==> config.mk <==
export PLATFORM = sky130hd
export DESIGN_NAME = bp_predictor
export DESIGN_NICKNAME = d
export VERILOG_FILES = /design/src/rtl/bp_pkg.sv /design/src/rtl/bp_table.sv /design/src/rtl/bp_ctrl.sv /design/src/rtl/bp_predictor.sv
export SDC_FILE = /design/constraint.sdc
export NUM_CORES = 1
export LEC_CHECK = 0
export ABC_CLOCK_PERIOD_IN_PS = 9000
export BUFFER_PORTS_ARGS = -buffer_cell sky130_fd_sc_hd__clkbuf_2
export CORE_AREA = 2 2 382 422
export DETAILED_ROUTE_END_ITERATION = 12
export DIE_AREA = 0 0 384 424
export GPL_ROUTABILITY_DRIVEN = 0
export SLEW_MARGIN = 40
export SYNTH_ARGS = -nofsm -noshare
export SYNTH_HDL_FRONTEND = slang
export SYNTH_SLANG_ARGS = --single-unit
==> constraint.sdc <==
create_clock -name clk -period 9 [get_ports clk]
set_clock_uncertainty 0.15 [all_clocks]
set_input_delay 1.8 -clock clk [delete_from_list [all_inputs] [get_ports clk]]
set_output_delay 1.8 -clock clk [all_outputs]
set_load 0.01 [all_outputs]
==> src/rtl/bp_pkg.sv <==
package bp_pkg;

  localparam int PC_W   = 32;
  localparam int INST_W = 32;
  localparam int CNT_W  = 2;

  localparam logic [6:0]       OPC_COND = 7'b1100011;
  localparam logic [6:0]       OPC_JUMP = 7'b1101111;
  localparam logic [CNT_W-1:0] CNT_INIT = 2'd1;
  localparam logic [CNT_W-1:0] CNT_NEW  = 2'd2;

  typedef enum logic [1:0] {
    PRED_TARGET  = 2'd0,
    PRED_HISTORY = 2'd1,
    PRED_STATIC  = 2'd2
  } predMode_e;

  // strobes from the control to the table datapath
  typedef struct packed {
    logic             clrAll;
    logic             cntWe;
    logic             entryWe;
    logic [CNT_W-1:0] cntVal;
  } tblStrobe_t;

  function automatic logic isCondBr(input logic [INST_W-1:0] inst);
    return inst[6:0] == OPC_COND;
  endfunction

  function automatic logic isJump(input logic [INST_W-1:0] inst);
    return inst[6:0] == OPC_JUMP;
  endfunction

  function automatic logic [PC_W-1:0] condOffset(input logic [INST_W-1:0] inst);
    return {{19{inst[31]}}, inst[31], inst[7], inst[30:25], inst[11:8], 1'b0};
  endfunction

  function automatic logic [PC_W-1:0] jumpOffset(input logic [INST_W-1:0] inst);
    return {{11{inst[31]}}, inst[31], inst[19:12], inst[20], inst[30:21], 1'b0};
  endfunction

  function automatic logic [CNT_W-1:0] satStep(input logic [CNT_W-1:0] cnt,
                                               input logic taken);
    logic [CNT_W-1:0] nxt;
    if (taken) nxt = (cnt == '1) ? cnt : cnt + 1'b1;
    else       nxt = (cnt == '0) ? cnt : cnt - 1'b1;
    return nxt;
  endfunction

endpackage

==> src/rtl/bp_table.sv <==
module bp_table
  import bp_pkg::*;
#(
  parameter int IDX_W      = 4,
  parameter bit KEEP_ENTRY = 1'b1
) (
  input  logic             clk,
  input  logic             rst_n,
  input  tblStrobe_t       strb,
  input  logic [IDX_W-1:0] fetchIdx,
  input  logic [IDX_W-1:0] updIdx,
  input  logic [PC_W-1:0]  wrTag,
  input  logic [PC_W-1:0]  wrTgt,
  output logic             fValid,
  output logic [PC_W-1:0]  fTag,
  output logic [PC_W-1:0]  fTgt,
  output logic [CNT_W-1:0] fCnt,
  output logic             uValid,
  output logic [PC_W-1:0]  uTag,
  output logic [CNT_W-1:0] uCnt
);

  localparam int ENTRIES = 1 << IDX_W;

  logic [ENTRIES-1:0] validQ;
  logic [CNT_W-1:0]   cntQ [ENTRIES];

  always_ff @(posedge clk or negedge rst_n) begin
    if (!rst_n) begin
      validQ <= '0;
      for (int i = 0; i < ENTRIES; i++) cntQ[i] <= CNT_INIT;
    end else if (strb.clrAll) begin
      validQ <= '0;
      for (int i = 0; i < ENTRIES; i++) cntQ[i] <= CNT_INIT;
    end else begin
      if (strb.entryWe) validQ[updIdx] <= 1'b1;
      if (strb.cntWe)   cntQ[updIdx]   <= strb.cntVal;
    end
  end

  assign fValid = validQ[fetchIdx];
  assign fCnt   = cntQ[fetchIdx];
  assign uValid = validQ[updIdx];
  assign uCnt   = cntQ[updIdx];

  generate
    if (KEEP_ENTRY) begin : gEntry
      logic [PC_W-1:0] tagQ [ENTRIES];
      logic [PC_W-1:0] tgtQ [ENTRIES];

      always_ff @(posedge clk) begin
        if (strb.entryWe && !strb.clrAll) begin
          tagQ[updIdx] <= wrTag;
          tgtQ[updIdx] <= wrTgt;
        end
      end

      assign fTag = tagQ[fetchIdx];
      assign fTgt = tgtQ[fetchIdx];
      assign uTag = tagQ[updIdx];
    end else begin : gNoEntry
      logic unusedWr;
      assign unusedWr = ^{wrTag, wrTgt};
      assign fTag = '0;
      assign fTgt = '0;
      assign uTag = '0;
    end
  endgenerate

endmodule

==> src/rtl/bp_ctrl.sv <==
module bp_ctrl
  import bp_pkg::*;
#(
  parameter predMode_e MODE = PRED_TARGET
) (
  input  logic              clearAll,
  input  logic [PC_W-1:0]   fetchPc,
  input  logic [INST_W-1:0] fetchInst,
  input  logic              updValid,
  input  logic [PC_W-1:0]   updPc,
  input  logic              updTaken,
  input  logic              fValid,
  input  logic [PC_W-1:0]   fTag,
  input  logic [PC_W-1:0]   fTgt,
  input  logic [CNT_W-1:0]  fCnt,
  input  logic              uValid,
  input  logic [PC_W-1:0]   uTag,
  input  logic [CNT_W-1:0]  uCnt,
  output logic              predTaken,
  output logic [PC_W-1:0]   predTarget,
  output tblStrobe_t        strb
);

  logic            condBr, jumpOp, fHit, uHit, takenSel;
  logic [PC_W-1:0] seqPc, decTgt, condOff, tgtSel;

  assign condBr  = isCondBr(fetchInst);
  assign jumpOp  = isJump(fetchInst);
  assign condOff = condOffset(fetchInst);
  assign seqPc   = fetchPc + PC_W'(4);
  assign decTgt  = fetchPc + (jumpOp ? jumpOffset(fetchInst) : condOff);
  assign fHit    = fValid && (fTag == fetchPc);
  assign uHit    = uValid && (uTag == updPc);

  // lookup side
  always_comb begin
    case (MODE)
      PRED_TARGET: begin
        takenSel = fHit && fCnt[CNT_W-1];
        tgtSel   = fTgt;
      end
      PRED_HISTORY: begin
        takenSel = jumpOp || (condBr && fCnt[CNT_W-1]);
        tgtSel   = decTgt;
      end
      default: begin
        takenSel = jumpOp || (condBr && condOff[PC_W-1]);
        tgtSel   = decTgt;
      end
    endcase
  end

  assign predTaken  = takenSel;
  assign predTarget = takenSel ? tgtSel : seqPc;

  // update side
  always_comb begin
    strb        = '0;
    strb.clrAll = clearAll;
    if (!clearAll && updValid) begin
      case (MODE)
        PRED_TARGET: begin
          if (uHit) begin
            strb.cntWe   = 1'b1;
            strb.cntVal  = satStep(uCnt, updTaken);
            strb.entryWe = updTaken;
          end else if (updTaken) begin
            strb.cntWe   = 1'b1;
            strb.cntVal  = CNT_NEW;
            strb.entryWe = 1'b1;
          end
        end
        PRED_HISTORY: begin
          strb.cntWe  = 1'b1;
          strb.cntVal = satStep(uCnt, updTaken);
        end
        default: ;
      endcase
    end
  end

endmodule

==> src/rtl/bp_predictor.sv <==
module bp_predictor
  import bp_pkg::*;
#(
  parameter int        IDX_W = 4,
  parameter predMode_e MODE  = PRED_TARGET
) (
  input  logic              clk,
  input  logic              rst_n,
  input  logic              clearAll,
  input  logic [PC_W-1:0]   fetchPc,
  input  logic [INST_W-1:0] fetchInst,
  output logic              predTaken,
  output logic [PC_W-1:0]   predTarget,
  input  logic              updValid,
  input  logic [PC_W-1:0]   updPc,
  input  logic [PC_W-1:0]   updTarget,
  input  logic              updTaken
);

  localparam bit KEEP_ENTRY = (MODE == PRED_TARGET);

  tblStrobe_t       strb;
  logic             fValid, uValid;
  logic [PC_W-1:0]  fTag, fTgt, uTag;
  logic [CNT_W-1:0] fCnt, uCnt;

  bp_table #(
    .IDX_W     (IDX_W),
    .KEEP_ENTRY(KEEP_ENTRY)
  ) uTable (
    .clk     (clk),
    .rst_n   (rst_n),
    .strb    (strb),
    .fetchIdx(fetchPc[IDX_W+1:2]),
    .updIdx  (updPc[IDX_W+1:2]),
    .wrTag   (updPc),
    .wrTgt   (updTarget),
    .fValid  (fValid),
    .fTag    (fTag),
    .fTgt    (fTgt),
    .fCnt    (fCnt),
    .uValid  (uValid),
    .uTag    (uTag),
    .uCnt    (uCnt)
  );

  bp_ctrl #(
    .MODE(MODE)
  ) uCtrl (
    .clearAll  (clearAll),
    .fetchPc   (fetchPc),
    .fetchInst (fetchInst),
    .updValid  (updValid),
    .updPc     (updPc),
    .updTaken  (updTaken),
    .fValid    (fValid),
    .fTag      (fTag),
    .fTgt      (fTgt),
    .fCnt      (fCnt),
    .uValid    (uValid),
    .uTag      (uTag),
    .uCnt      (uCnt),
    .predTaken (predTaken),
    .predTarget(predTarget),
    .strb      (strb)
  );

endmodule

## Yosys cells after proc, flatten, opt, wreduce, memory -nomap -nowiden

Memory sizes are Yosys's and may differ from the RTL's.
Cells that the tools add are included.

| word-level totals | value |
|---|---|
| logic and storage cells | 73 |
| memories kept | 2 |
| bits in registers | 48 |
| RAM bits | 1,024 |
| bits of input ports | 133 |

| operators by class | value |
|---|---|
| magnitude comparators | 6 |
| add/sub/neg operators | 3 |
| multiplexer cells | 28 |
| equal/unequal tests | 3 |
| bitwise operators | 3 |
| reductions and logical operators | 11 |

Memories:

| memory | depth | width | read ports | clocked after Yosys merged registers in | wr ports | RTL line | RTL |
|---|---|---|---|---|---|---|---|
| uTable.gEntry.tagQ | 16 | 32 | 2 | 0 | 1 | bp_table.sv:48 | `logic [PC_W-1:0] tagQ [ENTRIES];` |
| uTable.gEntry.tgtQ | 16 | 32 | 1 | 0 | 1 | bp_table.sv:49 | `logic [PC_W-1:0] tgtQ [ENTRIES];` |

Operator list:

| cell | count |
|---|---|
| 2-to-1 mux 32 bit | 3 |
| equality test 32 bit | 2 |
| adder 32 x 3 -> 32 bit (second input constant) | 1 |
| bitwise mux 32 bit | 1 |
| 2-to-1 mux 16 bit | 2 |
| binary-select mux 2 bit (select 4 bit) | 2 |
| 2-to-1 mux 2 bit | 8 |
| OR 16 bit | 1 |
| 2-to-1 mux 4 bit | 3 |
| greater-or-equal comparator 5 bit (second input constant) | 2 |
| < comparator 4 x 5 -> 1 bit (second input constant) | 2 |
| NOT 4 -> 5 bit | 2 |
| binary-select mux 1 bit (select 4 bit) | 2 |
| demux 2 bit (select 4 bit) | 1 |
| logical AND 1 bit | 7 |
| < comparator 5 x 1 -> 1 bit (second input constant) | 1 |
| 2-to-1 mux 1 bit | 5 |
| demux 1 bit (select 4 bit) | 1 |
| greater-or-equal comparator 4 x 1 -> 1 bit (second input constant) | 1 |
| nonzero test 2 bit | 2 |
| adder 2 x 1 -> 2 bit (second input constant) | 1 |
| equality test 2 bit (second input constant) | 1 |
| logical NOT 2 bit | 1 |
| subtractor 2 x 1 -> 2 bit (second input constant) | 1 |
| logical NOT 1 bit | 1 |

## Logic depth before layout (Yosys ltp)

Gate-level depths: netlist of the first run.

| logic depth | value |
|---|---|
| word-level depth | 12 |
| gate-level depth with buffers | 15 |

## Modules after synthesis

From an unflattened synthesis of the first run, not the netlist that was laid out.

| unflattened totals | value |
|---|---|
| cell total of the unflattened synthesis | 2,362 |
| area, all modules | 46,719.8 um2 |

By module, submodules not included:

| module | area an instance (um2) | cells an instance | instances |
|---|---|---|---|
| bp_table | 44,811.7 | 2,117 | 1 |
| bp_ctrl | 1,908.1 | 245 | 1 |

## Worst setup path after synthesis of the first run

No wires, ideal clock.

| path | value |
|---|---|
| path kind | input to output |
| start | input fetchPc[2] |
| end | output predTarget[10] |
| buffers on the path | 7 |
| stages on the path | 10 |
| required time | 7.050 ns |
| arrival | 5.037 ns |
| setup slack | 2.013 ns |
| cell sequence | buf_2 -> buf_2 -> buf_2 -> buf_2 -> buf_4 -> buf_2 -> buf_1 -> mux4_2 -> mux4_2 -> mux2_2 |

| on the way | value |
|---|---|
| longest elaborated chain between the ends | 6 |
| elaborated cells on any way between the ends | 13 |
| those cells by class | add/sub: 1; eq/ne: 1; mux: 6; bitwise: 1; reduce/logical: 2; memory: 2 |

RTL lines:

| what | RTL line | RTL |
|---|---|---|
| from (decl) | bp_predictor.sv:10 | `input logic [PC_W-1:0] fetchPc,` |
| branches (longest 5 deep; another with memory read (16 x 32 bit)) | -- |  |
| 2-to-1 mux 32 bit (*) | bp_ctrl.sv:54 | `assign predTarget = takenSel ? tgtSel : seqPc;` |
| to (decl) | bp_predictor.sv:13 | `output logic [PC_W-1:0] predTarget,` |

Every way passes the cells marked *. The select of a mux whose other input is x is not followed.

## Final worst setup path of the first run

| path | value |
|---|---|
| start | input fetchPc[3] |
| end | output predTarget[14] |

The elaborated chain is that of the path after synthesis.

==> results of run 1 <==
-- layout make-up --
class | count | area (um2) | share of cell area
Sequential cell | 1072 | 31970 | 0.5862
Multi-Input combinational cell | 1157 | 14660 | 0.2688
Clock buffer | 121 | 2709 | 0.04967
Tap cell | 2106 | 2635 | 0.04831
Timing Repair Buffer | 209 | 1648 | 0.03021
Clock inverter | 78 | 825.8 | 0.01514
Inverter | 22 | 87.58 | 0.001606
Antenna cell | 1 | 2.502 | 0.00004588
-- cell usage after synthesis, types with 7 or more instances --
library cell	instances	area (um2)
dfstp_2	16	420.4
o21ai_0	24	120.1
inv_1	19	71.32
nand4_1	23	143.9
clkbuf_1	59	221.5
dfrtp_1	32	800.8
nand2_1	78	292.8
nand3_1	31	155.2
nor3_1	8	40.04
o22ai_1	16	100.1
mux4_2	399	8986
and3_1	8	50.05
xor2_1	19	166.4
edfxtp_1	1024	30750
a22oi_1	35	262.8
nor2_1	87	326.6
mux2_2	60	675.7
mux2i_1	137	1371
o2bb2ai_1	7	61.31
xnor2_1	61	534.3
nand2b_1	11	68.82
o21a_1	7	52.55
a221oi_1	7	61.31
a21oi_1	10	50.05
buf_2	46	230.2
nand3b_1	7	52.55
buf_1	13	48.80
buf_4	19	142.6
nor2b_1	17	106.4
-- path summary, 6_finish.rpt --
| path | from | to | slack [ns] | cells after the start |
|---|---|---|---|---|
| min in group asynchronous | rst_n | uTable.cntQ[29] | 1.05 | 2 |
| worst max register to register | uTable.gEntry.tagQ[14][16] | uTable.cntQ[17] | 4.88 | 8 |
| worst max-delay path | fetchPc[3] | predTarget[14] | 1.14 | 10 |
| max in group asynchronous | rst_n | uTable.validQ[12] | 7.20 | 2 |
| worst min-delay path | uTable.cntQ[24] | uTable.cntQ[24] | 0.38 | 2 |
| worst min register to register | uTable.cntQ[24] | uTable.cntQ[24] | 0.38 | 2 |
-- report_power, final --
group	internal [W]	switching [W]	total [W]
combinational	0.000312	0.000456	0.000767
clock	0.00258	0.00195	0.00453
sequential	0.00550	0.0000117	0.00551
-- sequential cells by signal (all words and copies together) (netlist names) --
name	flops
uTable.cntQ	32
uTable.gEntry.tagQ	512
uTable.validQ	16
uTable.gEntry.tgtQ	512
-- per-layer routing --
metal  vias up  wire, um  part of all wire
met5         -       149            0.0011
met4        24      3578             0.027
met3       205      9152             0.069
met2       921     64390              0.48
met1     13710     56120              0.42
li1      10440         -                 -
-- metrics by stage --
stage / worst slack, ns / hold slack [ns] / area [um2]
4_1_cts: 1.132 / 0.3714 / 54490
2_1_floorplan: 2.013 / 0.3308 / 47310
6_report: 1.143 / 0.3784 / 54540
3_5_place_dp: 1.145 / 0.3594 / 50950
3_3_place_gp: 0.8270 / 0.3532 / 50700
5_1_grt: 1.075 / 0.3993 / 54540
-- critical path, stage by stage --
cell	delay (ns)
buf_8	0.43
buf_4	0.58
mux4_2	0.40
mux4_2	0.58
xnor2_1	0.22
nand4_1	0.11
nor4_1	0.36
or3b_4	0.68
mux2_2	0.42
clkbuf_2	0.15
-- logic make-up (layout without fill, tap and decap cells) --
kind of cell / after synthesis / in the layout / share of synthesized area
AOI/OAI and AO/OA: 164 / 164 / 0.02502
xor gates and xnor gates: 80 / 80 / 0.01481
adders and majority gates: 2 / 2 / 0.0004760
buffers and inverters: 165 / 430 / 0.01677
DFF: 1072 / 1072 / 0.6758
muxes: 596 / 596 / 0.2332
other: 0 / 1 / 0
and+or+nand+nor: 315 / 315 / 0.03396
==> impl_results.md, run 1 <==
- Pwr dens: 198.2 mW/mm2
- First drt pass iteration count: 5
- Leak: 17.43 nW
- Vias in the first global route: 25900
- Post-synthesis cell count: about 2400
- Initial antenna violation count: 21
- Final setup fails: 0
- Run status: finished clean
- Port bufs: 133
- H-tree depth: 3
- DR vias: 25300
- Layout cell share with drive strength beyond 1: 0.3272
- Met1 usage: 0.2199
- Overall Global Routing Usage: 0.1619
- Detail Route Antenna Nets: 0
- Crit path capture type: output port
- Synth Cell Area: 0.04731 mm2
- Clock Tree Root: clkbuf_16
- Unrepaired setup endpoints after global routing: no
- Core Util, Final: 0.3431
- Clk pin slew, worst setup/hold paths: 0.05 ns
- Starting Density: 0.2976
- PostCTS Resize Cnt: 0
- Hold/Removal Path Class: register to register
- Period utilization: 0.8730
- Worst setup path category: input port to output port
- Post-CTS Setup Repair Bufs: 0
- Die ar.: approximately 0.16 mm2
- Asr flop ratio synth: 0.04478
- Worst-Margin Slew: 0.9047 ns
- Yosys warns: 0
- Synth Register Bits: 1072
- Fin. max-slew vios: 0
- Post-route insts no fill: 4766
- Setup_tns: 0 ns
- Startpoint types: input port
- Clk_lat worst skew: between 0.7 and 0.8 ns
- Hold Vio Cnt, Final: 0
- Starting DRC count in detailed routing: 2790
- Most frequent cells in the layout: edfxtp_1, mux4_2, mux2i_1
- Placed cells: 4564
- Core Footprint: 0.1590 mm2
- Detailed-route DRC error count: 0
- Post-synthesis sequential area ratio: 0.6758
- Final total power: 0.01081 W
- CTS tree: yes
- Die height: approximately 420 um
- WP data required: 7.05 ns
- First-pass GRT wire length: roughly 190000 um
- Post-synth top flop: edfxtp_1
- Pin count of the biggest net entering global routing: 90
- Die W: about 380 um
- Tmin final: roughly 8 ns
- M3 GR Usage: 0.03063
- MaxCap Viol Count: 0
- VDD IR max: 0.1523 mV
- GR peak layer: met2
- CP Data Arrival Time: 5.91 ns
- Grt total ovfl: 0
- Relative slew slack: 0.3884
- Via-to-Cell Ratio: 5.308
- Layout area overhead: 15.28%
- # clock sinks: 1072
- WL/cell: 27.99 um
- Routed wire length: about 130000 um
- EDFF count, synth: 1024
- Met2 Use GR: 0.2631
- Net count after synthesis: 2528
- Critical path fanouts, max: 62
- Distinct cells, synth: 80
- Peak Freq: 127.3 MHz
- Cts hold-fix bufs: 0
- Synth Area per Inst: 19.76 um2
- CTS Buf Count: 106
- Clock buffer depth: 3
- # nets final: around 2700
- I/O pins: 166
- DP Wirelength: between 80000 and 90000 um
- Fill cells: 14910
- # rows: 154
- Most common cell after layout, fill and taps aside: edfxtp_1
No activity file was read; power rests on OpenSTA's default activity.
==> inputs of run 2 (changes only) <==
--- a/config.mk
+++ b/config.mk
@@ -7,10 +7,11 @@
 export LEC_CHECK = 0
 export ABC_CLOCK_PERIOD_IN_PS = 9000
 export BUFFER_PORTS_ARGS = -buffer_cell sky130_fd_sc_hd__clkbuf_2
-export CORE_AREA = 2 2 382 422
+export CORE_AREA = 2 2 313 346
 export DETAILED_ROUTE_END_ITERATION = 12
-export DIE_AREA = 0 0 384 424
+export DIE_AREA = 0 0 315 348
 export GPL_ROUTABILITY_DRIVEN = 0
+export REMOVE_ABC_BUFFERS = 1
 export SLEW_MARGIN = 40
 export SYNTH_ARGS = -nofsm -noshare
 export SYNTH_HDL_FRONTEND = slang
==> impl_results.md, run 2 (synthesis gave the netlist of run 1 again) <==
- Most common cell after layout, fill and taps aside: edfxtp_1
- Fin. max-slew vios: 0 (unchanged)
- WP data required: 7.05 ns (about the same)
- Clk_lat worst skew: 0.69 ns (-0.05 ns)
- # nets final: 2705 (+0.11%)
- Startpoint types: input port
- # rows: 126 (-18%)
- Detailed-route DRC error count: 0 (unchanged)
- Run status: finished clean
- Core Footprint: 0.1064 mm2 (-33%)
- Layout area overhead: 13.20%
- Leak: 17.39 nW (-0.20%)
- First-pass GRT wire length: 191700 um (+0.92%)
- Die height: 348 um (-18%)
- PostCTS Resize Cnt: 0 (unchanged)
- MaxCap Viol Count: 0 (unchanged)
- Worst setup path category: input port to output port
- Peak Freq: 125.9 MHz (-1.0%)
- DR vias: 25630 (+1.3%)
- Final setup fails: 0 (unchanged)
- Via-to-Cell Ratio: 6.296 (+19%)
- Unrepaired setup endpoints after global routing: no
- VDD IR max: 0.1598 mV (+4.9%)
- Setup_tns: 0 ns (unchanged)
- Die ar.: 0.1096 mm2 (-33%)
- Period utilization: 0.8823 (+0.009258)
- Port bufs: 133 (unchanged)
- CTS tree: yes
- DP Wirelength: 77720 um (-3.4%)
- Tmin final: 7.941 ns (+0.08332 ns)
- Post-CTS Setup Repair Bufs: 0 (unchanged)
- Clk pin slew, worst setup/hold paths: 0.07 ns (+0.02 ns)
- Post-route insts no fill: 4071 (-15%)
- WL/cell: 32.83 um (+17%)
- Overall Global Routing Usage: 0.2451 (+0.08321)
- Clock Tree Root: clkbuf_16
- First drt pass iteration count: 6 (+1)
- Grt total ovfl: 0 (unchanged)
- Crit-path slowest cell: mux4_2
- Initial antenna violation count: 15 (-29%)
- Biggest regs: uTable.gEntry.tagQ x512, uTable.gEntry.tgtQ x512, uTable.cntQ x32
- Detail Route Antenna Nets: 0 (unchanged)
- Hold Vio Cnt, Final: 0 (unchanged)
- Most frequent cells in the layout: edfxtp_1, mux4_2, mux2i_1
- Pwr dens: 200.1 mW/mm2 (+0.99%)
- Worst path cell trace: buf_8 > buf_4 > mux4_2 > mux4_2 > xnor2_1 > nand4_1 > nor4_1 > nand4_1 > or3b_2 > buf_4 > mux2_2 > clkbuf_2
- Crit path largest cell delay: 0.53 ns (-0.15 ns)
- Fill cells: 8520 (-43%)
- Vias in the first global route: 26490 (+2.3%)
- Hold/Removal Path Class: register to register
- Clock buffer depth: 3 (unchanged)
- Pin count of the biggest net entering global routing: 112 (+24%)
- Layout cell share with drive strength beyond 1: 0.3266 (-0.0006217)
- FF-to-FF setup slack: 4.83 ns (-0.05 ns)
- Starting Density: 0.4446 (+0.1470)
- Starting DRC count in detailed routing: 3099 (+11%)
- Cts hold-fix bufs: 0 (unchanged)
- Crit path capture type: output port
- # clock sinks: 1072 (unchanged)
- H-tree depth: 3 (unchanged)
- Die W: 315 um (-18%)
- Routed wire length: 133700 um (+0.21%)
- Critical path fanouts, max: 43 (-31%)
- CTS Buf Count: 109 (+2.8%)
- Worst-Margin Slew: 0.8692 ns (-0.03550 ns)
- I/O pins: 166 (unchanged)
- Placed cells: 3868 (-15%)
- CP Data Arrival Time: 5.99 ns (+0.08 ns)
- Relative slew slack: 0.4206 (+0.03217)
-- run 2: through the flow --
stage / hold WS, ns / total power, W / instance area [um2] / worst slack (ns) / utilization
after global routing: 0.3921 / 0.01104 / 53560 / 0.8500 / 0.5033
after CTS: 0.3715 / 0.01079 / 53550 / 0.9384 / 0.5032
after global placement: 0.3527 / 0.006365 / 49880 / 0.9389 / 0.4687
after detailed placement: 0.3562 / 0.006381 / 50080 / 0.9393 / 0.4706
after floorplan: 0.3308 / 0.005975 / 46600 / 2.469 / -
final: 0.3813 / 0.01072 / 53560 / 1.059 / 0.5033
-- run 2: final cells by class --
cell class,count,area [um2],share of cell area
clock buffers,136,2849,0.05319
diodes,2,5.005,0.00009345
flip-flops and latches,1072,31970,0.5969
clock inverters,65,619.3,0.01156
inverters,22,90.09,0.001682
multi-input cells,1157,14670,0.2740
repair buffers,209,1588,0.02965
well taps,1408,1762,0.03289
-- run 2: report_power, final --
part / switching, W / internal (W)
clock: 0.00191 / 0.00253
combinational: 0.000451 / 0.000313
sequential: 0.0000124 / 0.00550
-- run 2: per-layer routing --
metal	wire length [um]	share of wire	GRT usage
met4	3276	0.025	0.06890
met5	146	0.0011	0
met1	54000	0.40	0.3387
met3	9938	0.074	0.04349
met2	66310	0.50	0.4015
-- run 2: path summary, 6_finish.rpt --
check                                      startpoint           endpoint  cells past startpoint
max                                        fetchPc[2]     predTarget[18]                     12
min                                 uTable.validQ[15]  uTable.validQ[15]                      1
max reg2reg                uTable.gEntry.tagQ[11][21]    uTable.cntQ[29]                      9
min reg2reg                         uTable.validQ[15]  uTable.validQ[15]                      1
max in group asynchronous                       rst_n   uTable.validQ[0]                      2
min in group asynchronous                       rst_n    uTable.cntQ[11]                      2
-- run 2: worst max-delay path, delay by kind of cell --
family | cells | cell delay [ns]
and+or+nand+nor | 4 | 1.19
buffers and inverters | 4 | 1.22
muxes | 3 | 1.42
xor gates and xnor gates | 1 | 0.16
==> inputs of run 3 (changes only) <==
--- a/config.mk
+++ b/config.mk
@@ -7,10 +7,13 @@
 export LEC_CHECK = 0
 export ABC_CLOCK_PERIOD_IN_PS = 9000
 export BUFFER_PORTS_ARGS = -buffer_cell sky130_fd_sc_hd__clkbuf_2
+export CELL_PAD_IN_SITES_DETAIL_PLACEMENT = 0
+export CELL_PAD_IN_SITES_GLOBAL_PLACEMENT = 1
 export CORE_AREA = 2 2 313 346
 export DETAILED_ROUTE_END_ITERATION = 12
 export DIE_AREA = 0 0 315 348
 export GPL_ROUTABILITY_DRIVEN = 0
+export PLACE_DENSITY_LB_ADDON = 0.1
 export REMOVE_ABC_BUFFERS = 1
 export SLEW_MARGIN = 40
 export SYNTH_ARGS = -nofsm -noshare
==> impl_results.md, run 3 (synthesis gave the netlist of run 1 again) <==
- Run status: finished clean
- First drt pass iteration count: 5 (-1)
- CTS tree: yes
- Overall Global Routing Usage: 0.2529 (+0.007744)
- # clock sinks: 1072 (unchanged)
- Layout area overhead: 13.96%
- # nets final: 2709 (+0.15%)
- Relative slew slack: 0.4173 (-0.003246)
- Via-to-Cell Ratio: 6.219 (-1.2%)
- Layout cell share with drive strength beyond 1: 0.3255 (-0.001092)
- Crit path capture type: output port
- Core Footprint: 0.1064 mm2 (unchanged)
- Reg2reg path depth: 9 (unchanged)
- Detailed-route DRC error count: 0 (unchanged)
- Die ar.: 0.1096 mm2 (unchanged)
- Initial antenna violation count: 4 (-11)
- Unrepaired setup endpoints after global routing: no
- Grt total ovfl: 0 (unchanged)
- Post-CTS Setup Repair Bufs: 0 (unchanged)
- Leak: 17.53 nW (+0.75%)
- Clock buffer depth: 3 (unchanged)
- PostCTS Resize Cnt: 0 (unchanged)
- Die height: 348 um (unchanged)
- Clk_lat worst skew: 0.72 ns (+0.03 ns)
- CP Data Arrival Time: 6.03 ns (+0.04 ns)
- Pwr dens: 203.1 mW/mm2 (+1.5%)
- Critical path fanouts, max: 48 (+12%)
- Setup WS post-layout: 1.016 ns (-0.04354 ns)
- Hold Slack: 0.3671 ns (-0.01416 ns)
- VDD IR max: 0.1700 mV (+6.4%)
- Die W: 315 um (unchanged)
- Hold/Removal Path Class: register to register
- Worst-Margin Slew: 0.8740 ns (+0.004870 ns)
- Port bufs: 133 (unchanged)
- Peak Freq: 125.2 MHz (-0.55%)
- Detail Route Antenna Nets: 0 (unchanged)
- Final setup fails: 0 (unchanged)
- MaxCap Viol Count: 0 (unchanged)
- Met1 WL: 58080 um (+7.6%)
- Clk pin slew, worst setup/hold paths: 0.06 ns (about the same)
- CTS Buf Count: 113 (+3.7%)
- WL/cell: 33.66 um (+2.5%)
- Met3 Wirelength: 8040 um (-19%)
- Clock Tree Root: clkbuf_16
- FF-to-FF End: uTable.cntQ[17]
- Vias in the first global route: 26340 (-0.53%)
- Met2 wire length: 68430 um (+3.2%)
- Worst hold path depth: 1 (unchanged)
- Most frequent cells in the layout: edfxtp_1, mux4_2, mux2i_1
- R2r startpoint: uTable.gEntry.tagQ[10][27]
- Period utilization: 0.8871 (+0.004838)
- Worst setup path category: input port to output port
- Starting Density: 0.4446 (unchanged)
- Routed wire length: 137400 um (+2.8%)
- DP Wirelength: 80240 um (+3.2%)
- Starting DRC count in detailed routing: 2623 (-15%)
- Hold path start: uTable.validQ[12]
- Fin. max-slew vios: 0 (unchanged)
- Startpoint types: input port
- First-pass GRT wire length: 196000 um (+2.2%)
- # rows: 126 (unchanged)
- FF-to-FF setup slack: 4.84 ns (about the same)
- Biggest regs: uTable.gEntry.tagQ x512, uTable.gEntry.tgtQ x512, uTable.cntQ x32
- Most common cell after layout, fill and taps aside: edfxtp_1
- Hold Vio Cnt, Final: 0 (unchanged)
- Tmin final: 7.984 ns (+0.04354 ns)
- Hold EP: uTable.validQ[12]
- DR vias: 25390 (-0.96%)
- Setup_tns: 0 ns (unchanged)
- Place WS: 0.9179 ns (-0.02140 ns)
- H-tree depth: 3 (unchanged)
- I/O pins: 166 (unchanged)
- Cts hold-fix bufs: 0 (unchanged)
- Pin count of the biggest net entering global routing: 77 (-31%)
- Highest Signal Layer: met5
- WP data required: 7.05 ns (about the same)
[run 3: cell count changes in the layout (fill, tap and decap cells not counted), moves of 3 or more]
cell and change:
inv_6 -3, bufinv_16 +3, clkinv_4 +3, clkinv_2 -6, buf_4 -8, clkinv_1 +4, clkbuf_16 +4, buf_12 +4
clkbuf_1 +5, buf_16 +4
[run 3: how the worst max path moves through the flow]
| stage | to | start | depth (start not counted) | slack [ns] |
|---|---|---|---|---|
| global route | predTarget[14] | fetchPc[2] | 11 | 0.80 |
| detailed placement | predTarget[14] | fetchPc[2] | 11 | 0.92 |
| finish | predTarget[14] | fetchPc[2] | 11 | 1.02 |
| global placement | predTarget[14] | fetchPc[3] | 11 | 0.83 |
| floorplan | predTarget[0] | fetchPc[2] | 8 | 2.47 |
| CTS | predTarget[14] | fetchPc[2] | 11 | 0.91 |
[run 3: critical path: stages]
cell and delay [ns]:
buf_8 0.43, buf_12 0.36, mux4_2 0.58, mux4_2 0.51, xnor2_1 0.15, nand4_1 0.13, nor4_1 0.45, or3b_2 0.48
buf_4 0.33, mux2_2 0.40, clkbuf_2 0.13
[run 3: layout make-up]
type                            count  area (um2)
Fill cell                        8579       52500
Multi-Input combinational cell   1157       14670
Tap cell                         1408        1762
Inverter                           22       90.09
Clock inverter                     70       754.5
Antenna cell                        1       2.502
Sequential cell                  1072       31970
Clock buffer                      143        2940
Timing Repair Buffer              209        1725
[run 3: power by group]
part | switching [W] | leakage (nW) | internal, W
logic | 0.000459 | 5.90 | 0.000313
clock network | 0.00198 | 1.80 | 0.00269
registers | 0.0000119 | 9.83 | 0.00550
[run 3: per-layer routing]
metal	vias to the layer above	global-route usage
met2	901	0.4183
met1	13850	0.3531
li1	10470	-
met4	6	0.06550
met5	-	0
met3	166	0.03731
[run 3: stage by stage]
step / cells / area [um2] / total power (W) / util
6_report: 4082 / 53920 / 0.01095 / 0.5067
5_1_grt: 4082 / 53920 / 0.01128 / 0.5067
4_1_cts: 4080 / 53880 / 0.01104 / 0.5064
3_5_place_dp: 3867 / 50190 / 0.006394 / 0.4716
3_3_place_gp: 3854 / 49870 / 0.006379 / 0.4686
2_1_floorplan: 2251 / 46600 / 0.005975 / -
